## config.mk

```make
export PLATFORM = sky130hd
export DESIGN_NAME = alm_unit
export DESIGN_NICKNAME = d
export VERILOG_FILES = /design/src/rtl/alm_pkg.sv /design/src/rtl/alm_match.sv /design/src/rtl/alm_regs.sv /design/src/rtl/alm_unit.sv
export SDC_FILE = /design/constraint.sdc
export NUM_CORES = 1
export LEC_CHECK = 0
export ABC_AREA = 1
export ABC_CLOCK_PERIOD_IN_PS = 1420
export CAP_MARGIN = 20
export CORE_ASPECT_RATIO = 1.4
export CORE_UTILIZATION = 40
export DETAILED_ROUTE_END_ITERATION = 6
export GPL_TIMING_DRIVEN = 0
export PLACE_DENSITY = 0.67
export SLEW_MARGIN = 0
export SYNTH_ARGS = -nofsm -noshare
export SYNTH_HDL_FRONTEND = slang
export SYNTH_SLANG_ARGS = --single-unit
```

## constraint.sdc

```tcl
create_clock -name clk -period 1.42 [get_ports clk]
set_clock_uncertainty 0.05 [all_clocks]
set_input_delay 0.213 -clock clk [delete_from_list [all_inputs] [get_ports clk]]
set_output_delay 0.213 -clock clk [all_outputs]
set_load 0.01 [all_outputs]
```

## src/rtl/alm_pkg.sv

```systemverilog
package alm_pkg;
    localparam int ADDR_W    = 4;
    localparam int DATA_W    = 8;
    localparam int N_FIELDS  = 4;
    localparam int EXCL_BIT  = DATA_W - 1;
    localparam logic [ADDR_W-1:0] CTL_ADDR  = 4'h1;
    localparam logic [ADDR_W-1:0] ALM_BASE  = 4'h9;
    localparam int FLAG_BIT  = 3;
    localparam int IEN_BIT   = 1;

    typedef logic [N_FIELDS-1:0][DATA_W-1:0] field_vec_t;

    typedef struct packed {
        field_vec_t alm;
        logic       flag;
        logic       ien;
    } regs_t;

    // Significant bits of each field: 0 minute, 1 hour, 2 day, 3 weekday
    function automatic logic [DATA_W-1:0] field_mask(input int idx);
        case (idx)
            0:       return 8'h7f;
            1, 2:    return 8'h3f;
            default: return 8'h07;
        endcase
    endfunction
endpackage

```

## src/rtl/alm_match.sv

```systemverilog
module alm_match
    import alm_pkg::*;
(
    input  field_vec_t alm_i,
    input  field_vec_t now_i,
    input  logic       tick_i,
    output logic       hit_o
);
    logic [N_FIELDS-1:0] incl;
    logic [N_FIELDS-1:0] ok;

    for (genvar g = 0; g < N_FIELDS; g++) begin : g_field
        localparam logic [DATA_W-1:0] MASK = field_mask(g);
        assign incl[g] = ~alm_i[g][EXCL_BIT];
        // An excluded field always agrees
        assign ok[g]   = ~incl[g] | ((alm_i[g] & MASK) == (now_i[g] & MASK));
    end

    assign hit_o = tick_i & (|incl) & (&ok);
endmodule

```

## src/rtl/alm_regs.sv

```systemverilog
module alm_regs
    import alm_pkg::*;
(
    input  logic              clk,
    input  logic              rst_n,
    input  logic              wr_i,
    input  logic [ADDR_W-1:0] addr_i,
    input  logic [DATA_W-1:0] wdata_i,
    input  logic              set_i,
    output field_vec_t        alm_o,
    output logic              flag_o,
    output logic              ien_o,
    output logic [DATA_W-1:0] rdata_o
);
    regs_t r_d, r_q;

    always_comb begin
        r_d = r_q;
        if (wr_i) begin
            if (addr_i == CTL_ADDR) begin
                r_d.ien  = wdata_i[IEN_BIT];
                r_d.flag = r_q.flag & wdata_i[FLAG_BIT];
            end
            for (int i = 0; i < N_FIELDS; i++) begin
                if (addr_i == ALM_BASE + ADDR_W'(i)) r_d.alm[i] = wdata_i;
            end
        end
        // hardware event has priority over software clear
        if (set_i) r_d.flag = 1'b1;
    end

    always_ff @(posedge clk or negedge rst_n) begin
        if (!rst_n) begin
            for (int i = 0; i < N_FIELDS; i++) r_q.alm[i] <= DATA_W'(1) << EXCL_BIT;
            r_q.flag <= 1'b0;
            r_q.ien  <= 1'b0;
        end else begin
            r_q <= r_d;
        end
    end

    always_comb begin
        rdata_o = '0;
        if (addr_i == CTL_ADDR) begin
            rdata_o[FLAG_BIT] = r_q.flag;
            rdata_o[IEN_BIT]  = r_q.ien;
        end
        for (int i = 0; i < N_FIELDS; i++) begin
            if (addr_i == ALM_BASE + ADDR_W'(i)) rdata_o = r_q.alm[i];
        end
    end

    assign alm_o  = r_q.alm;
    assign flag_o = r_q.flag;
    assign ien_o  = r_q.ien;

    // a rising flag must come from a hardware set
    p_set_source_r4: assert property (@(posedge clk) disable iff (!rst_n)
        $rose(r_q.flag) |-> $past(set_i));
    // flag is sticky unless a clearing write occurs
    p_sticky_r8: assert property (@(posedge clk) disable iff (!rst_n)
        (r_q.flag && !(wr_i && addr_i == CTL_ADDR && !wdata_i[FLAG_BIT])) |=> r_q.flag);
    // a set always lands, even against a clear
    p_set_wins_r9: assert property (@(posedge clk) disable iff (!rst_n)
        set_i |=> r_q.flag);
endmodule

```

## src/rtl/alm_unit.sv

```systemverilog
module alm_unit
    import alm_pkg::*;
(
    input  logic              clk,
    input  logic              rst_n,
    input  logic              tick_min,
    input  logic [6:0]        cur_min,
    input  logic [5:0]        cur_hour,
    input  logic [5:0]        cur_day,
    input  logic [2:0]        cur_wday,
    input  logic              reg_wr,
    input  logic [ADDR_W-1:0] reg_addr,
    input  logic [DATA_W-1:0] reg_wdata,
    output logic [DATA_W-1:0] reg_rdata,
    output logic              alarm_irq_n
);
    field_vec_t now, alm;
    logic hit, flag, ien;

    assign now[0] = DATA_W'(cur_min);
    assign now[1] = DATA_W'(cur_hour);
    assign now[2] = DATA_W'(cur_day);
    assign now[3] = DATA_W'(cur_wday);

    alm_match u_match (
        .alm_i (alm),
        .now_i (now),
        .tick_i(tick_min),
        .hit_o (hit)
    );

    alm_regs u_regs (
        .clk    (clk),
        .rst_n  (rst_n),
        .wr_i   (reg_wr),
        .addr_i (reg_addr),
        .wdata_i(reg_wdata),
        .set_i  (hit),
        .alm_o  (alm),
        .flag_o (flag),
        .ien_o  (ien),
        .rdata_o(reg_rdata)
    );

    assign alarm_irq_n = ~(flag & ien);

    // with every field excluded a strobe never raises the flag
    p_all_excluded_r6: assert property (@(posedge clk) disable iff (!rst_n)
        (tick_min && alm[0][EXCL_BIT] && alm[1][EXCL_BIT] && alm[2][EXCL_BIT] && alm[3][EXCL_BIT])
        |=> !$rose(flag));
    // the interrupt level holds until software writes
    p_irq_holds_r7: assert property (@(posedge clk) disable iff (!rst_n)
        (!alarm_irq_n && !reg_wr) |=> !alarm_irq_n);
    // no strobe, no new interrupt from an already enabled unit
    p_no_tick_no_irq_r4: assert property (@(posedge clk) disable iff (!rst_n)
        (alarm_irq_n && !tick_min && !reg_wr) |=> alarm_irq_n);
endmodule

```

==> flow_metrics.py <==
metrics = {
    "timing": {
        "setup_ws_ns": -0.1158,
        "finalSetupViolCount": 2,
        "tightest_slew_ns": 0.7493,
        "rsz0062_at_grt": "yes",
        "min_period_ns": 1.536,
        "layout_worst_path_cycle_share": 1.082,
        "drv_slew": 0,
        "finalHoldViolCount": 0,
        "relSlewSlack": 0.5005,
        "fmax_ghz": 0.6511,
    },
    "power": {
        "p_seq_frac": 0.458,
        "power_switching_uw": 958.6,
        "p_leak_nw": 1.538,
        "power_density_nw_per_um2": 1031,
        "switching_share": 0.3208,
        "power.share.clock": 0.240,
        "ir_worst_vdd_uv": 593.2,
        "p_int_mw": 2.030,
        "p_comb_frac": 0.303,
        "total_power_mw": 2.988,
    },
    "setup_path": {
        "criticalPathCategory": "reg -> out",
        "cp-end-kind": "output port",
        "crit_required_ns": 1.16,
        "reg2regPathDepth": 10,
        "critPathArrivalTime_ns": 1.27,
        "critPathMaxFanout": 2,
        "cp_slowest_cell": "dfstp_2",
        "cp_cell_sequence": "inv_2 > o22ai_2 > a21oi_1 > o21ai_1 > buf_2",
        "slowest_delay_ns": 0.54,
        "worstSetupStartpointType": "flip-flop",
    },
    "routing": {
        "drt_iter0_markers": 75,
        "wl_mm": 5.268,
        "drtAntennaViolNets": 0,
        "drt-wirelength-per-cell_um": 12.37,
        "vias": 2045,
        "dr.pass1.iters": 5,
        "viasPerCell": 4.800,
        "drc": 0,
    },
    "synth": {
        "netlist_area_um2": 2100,
        "synth_cell_types": 23,
        "synth-simple-area-share": 0.2956,
        "synthMuxAreaShare": 0,
        "avgSynthCellArea_um2": 7.240,
        "synth_nets": 328,
        "synth_xor_area_frac": 0.02503,
        "ys_ff_latch": 34,
        "ys.warnings.count": 0,
        "synth-compound-area-share": 0.1496,
        "yosysSeqAreaShare": 0.4076,
        "synthAdderAreaFrac": 0,
        "syn_inst": 290,
        "synth_top_family_by_area": "simple AND/OR/NAND/NOR gates",
    },
    "final_layout": {
        "drive_above_1_share": 0.2735,
        "area_growth_pct": 38.02,
        "fin_util": 0.5848,
        "final_area_um2": 2898,
        "nets": 400,
        "antenna_cells": 0,
    },
    "min_path": {
        "hp-class": "in -> reg",
        "min_path_cells": 6,
    },
    "placement": {
        "port_buffers": 46,
        "pre_cts_slack_ns": -0.8304,
        "post_dp_cell_area_um2": 2635,
        "place_hpwl_mm": 3.876,
        "place.gp.congestion": 0.8050,
    },
    "outcome": {
        "outcome": "complete, but fails checks",
        "violations": "setup timing",
    },
    "flow_run": {
        "drv_cap": 0,
    },
    "global_route": {
        "grt_util_met2": 0.3705,
        "overflow": 0,
        "first_global_vias": 1928,
        "grt_busiest_layer": "met2",
        "antenna_found_initial": 0,
        "use_met3": 0.03776,
        "grtUsageTotal": 0.2002,
        "grt_max_degree": 35,
        "grt_pass1_wl_mm": 8.390,
        "use_met1": 0.2239,
    },
    "floorplan": {
        "die_w_um": 63.23,
        "pin_count": 47,
        "rows": 30,
        "start_util": 0.4237,
        "die-area_um2": 5547,
        "die_height_um": 87.72,
        "placeableCoreArea_um2": 4955,
    },
    "cts": {
        "numCtsBuffers": 5,
        "cts_tree": "yes",
        "cts_sinks": 34,
        "insertion_delay_ns": 0.29,
        "path_clk_slew_ns": 0.07,
        "clock_path_buffers": 2,
        "clockRootBuffer": "clkbuf_8",
        "htree_levels": 2,
    },
}
## cell type report
type	count	area (µm²)
inverter	55	221.5
buffer	4	45.04
sequential	34	855.8
multi-input combinational	197	1047
tap	64	80.08
fill	482	2057
timing repair buffer	65	561.8
clock buffer	7	86.33
## cell usage in the layout, fill, tap and decap left out, drive strengths merged, types with 3 or more instances in the layout
cell type	count
dfstp	4
dfrtp	30
nand3	6
inv	54
clkbuf	7
clkdlybuf4s50	32
nor2	16
a21oi	4
xnor2	4
o2111ai	3
nand2	119
o21ai	36
buf	35
nand4	3
## cells by family after synthesis
kind of cell / count (synthesis)
xor+xnor: 6
buf+inv: 59
flops: 34
simple gates: 144
compound gates: 47
## power groups by stage
stage	logic (mW)	registers, mW	clock network, mW
floorplan	0.497	1.33	0
global placement	0.748	1.38	0
detailed placement	0.763	1.38	0
CTS	0.820	1.37	0.725
global route	1.02	1.39	0.757
finish	0.905	1.37	0.716
## routing by layer
| layer | vias up | routed length [µm] |
|---|---|---|
| met3 | 16 | 237 |
| li1 | 1042 | - |
| met1 | 926 | 2169 |
| met4 | 0 | 144 |
| met2 | 61 | 2716 |
| met5 | - | 0 |
## cells in the mapped netlist, drive strengths merged
cell,number,area share
nand3,6,0.014
buf,4,0.021
xor2,2,0.0083
o211ai,1,0.0036
o21ai,36,0.11
o21a,1,0.0036
nand2,119,0.24
dfrtp,30,0.36
a21oi,4,0.0095
inv,55,0.10
o22ai,2,0.0060
nand4,3,0.0089
o2111ai,3,0.013
dfstp,4,0.050
xnor2,4,0.017
nor2,16,0.036
## worst max-delay path, delay by kind of cell, from the launching register on
family                 cells  cell delay [ns]
DFF                        1             0.54
buffers and inverters      2             0.18
AOI/OAI and AO/OA          3             0.26
## final timing paths
kind                                               from                            to  slack [ns]
max                         u_regs.alm_o[7]$_DFFE_PN1P_                  reg_rdata[7]       -0.12
min                                         reg_addr[0]  u_regs.alm_o[23]$_DFFE_PN1P_        0.34
max reg2reg                 u_regs.alm_o[8]$_DFFE_PN0P_     u_regs.flag_o$_DFFE_PN0P_        0.15
min reg2reg                u_regs.alm_o[15]$_DFFE_PN1P_  u_regs.alm_o[15]$_DFFE_PN1P_        0.44
max in group asynchronous                         rst_n  u_regs.alm_o[19]$_DFFE_PN0P_        0.36
min in group asynchronous                         rst_n   u_regs.alm_o[3]$_DFFE_PN0P_        0.47
## registers in the layout (all words and copies together) (netlist names)
register and flops:
u_regs.alm_o 32, u_regs.flag_o 1, u_regs.ien_o 1
## through the flow
stage	cells	hold WS (ns)	TNS, ns
after floorplan	290	-0.1326	0
after global placement	400	0.4204	-34.32
after detailed placement	400	0.2773	-13.10
after CTS	418	0.4007	-0.2164
after global routing	426	0.3861	-0.3133
final	426	0.3428	-0.1559
## timing repair
item                                    CTS  global route
gates resized for setup                  68            14
endpoints found under the hold margin    30             0
endpoints found under the setup margin    9             8
setup buffers                            10             8
cloned                                    0             0
hold buffers                              1             0
pin swaps                                10             9
(Power assumes the default switching activity.)
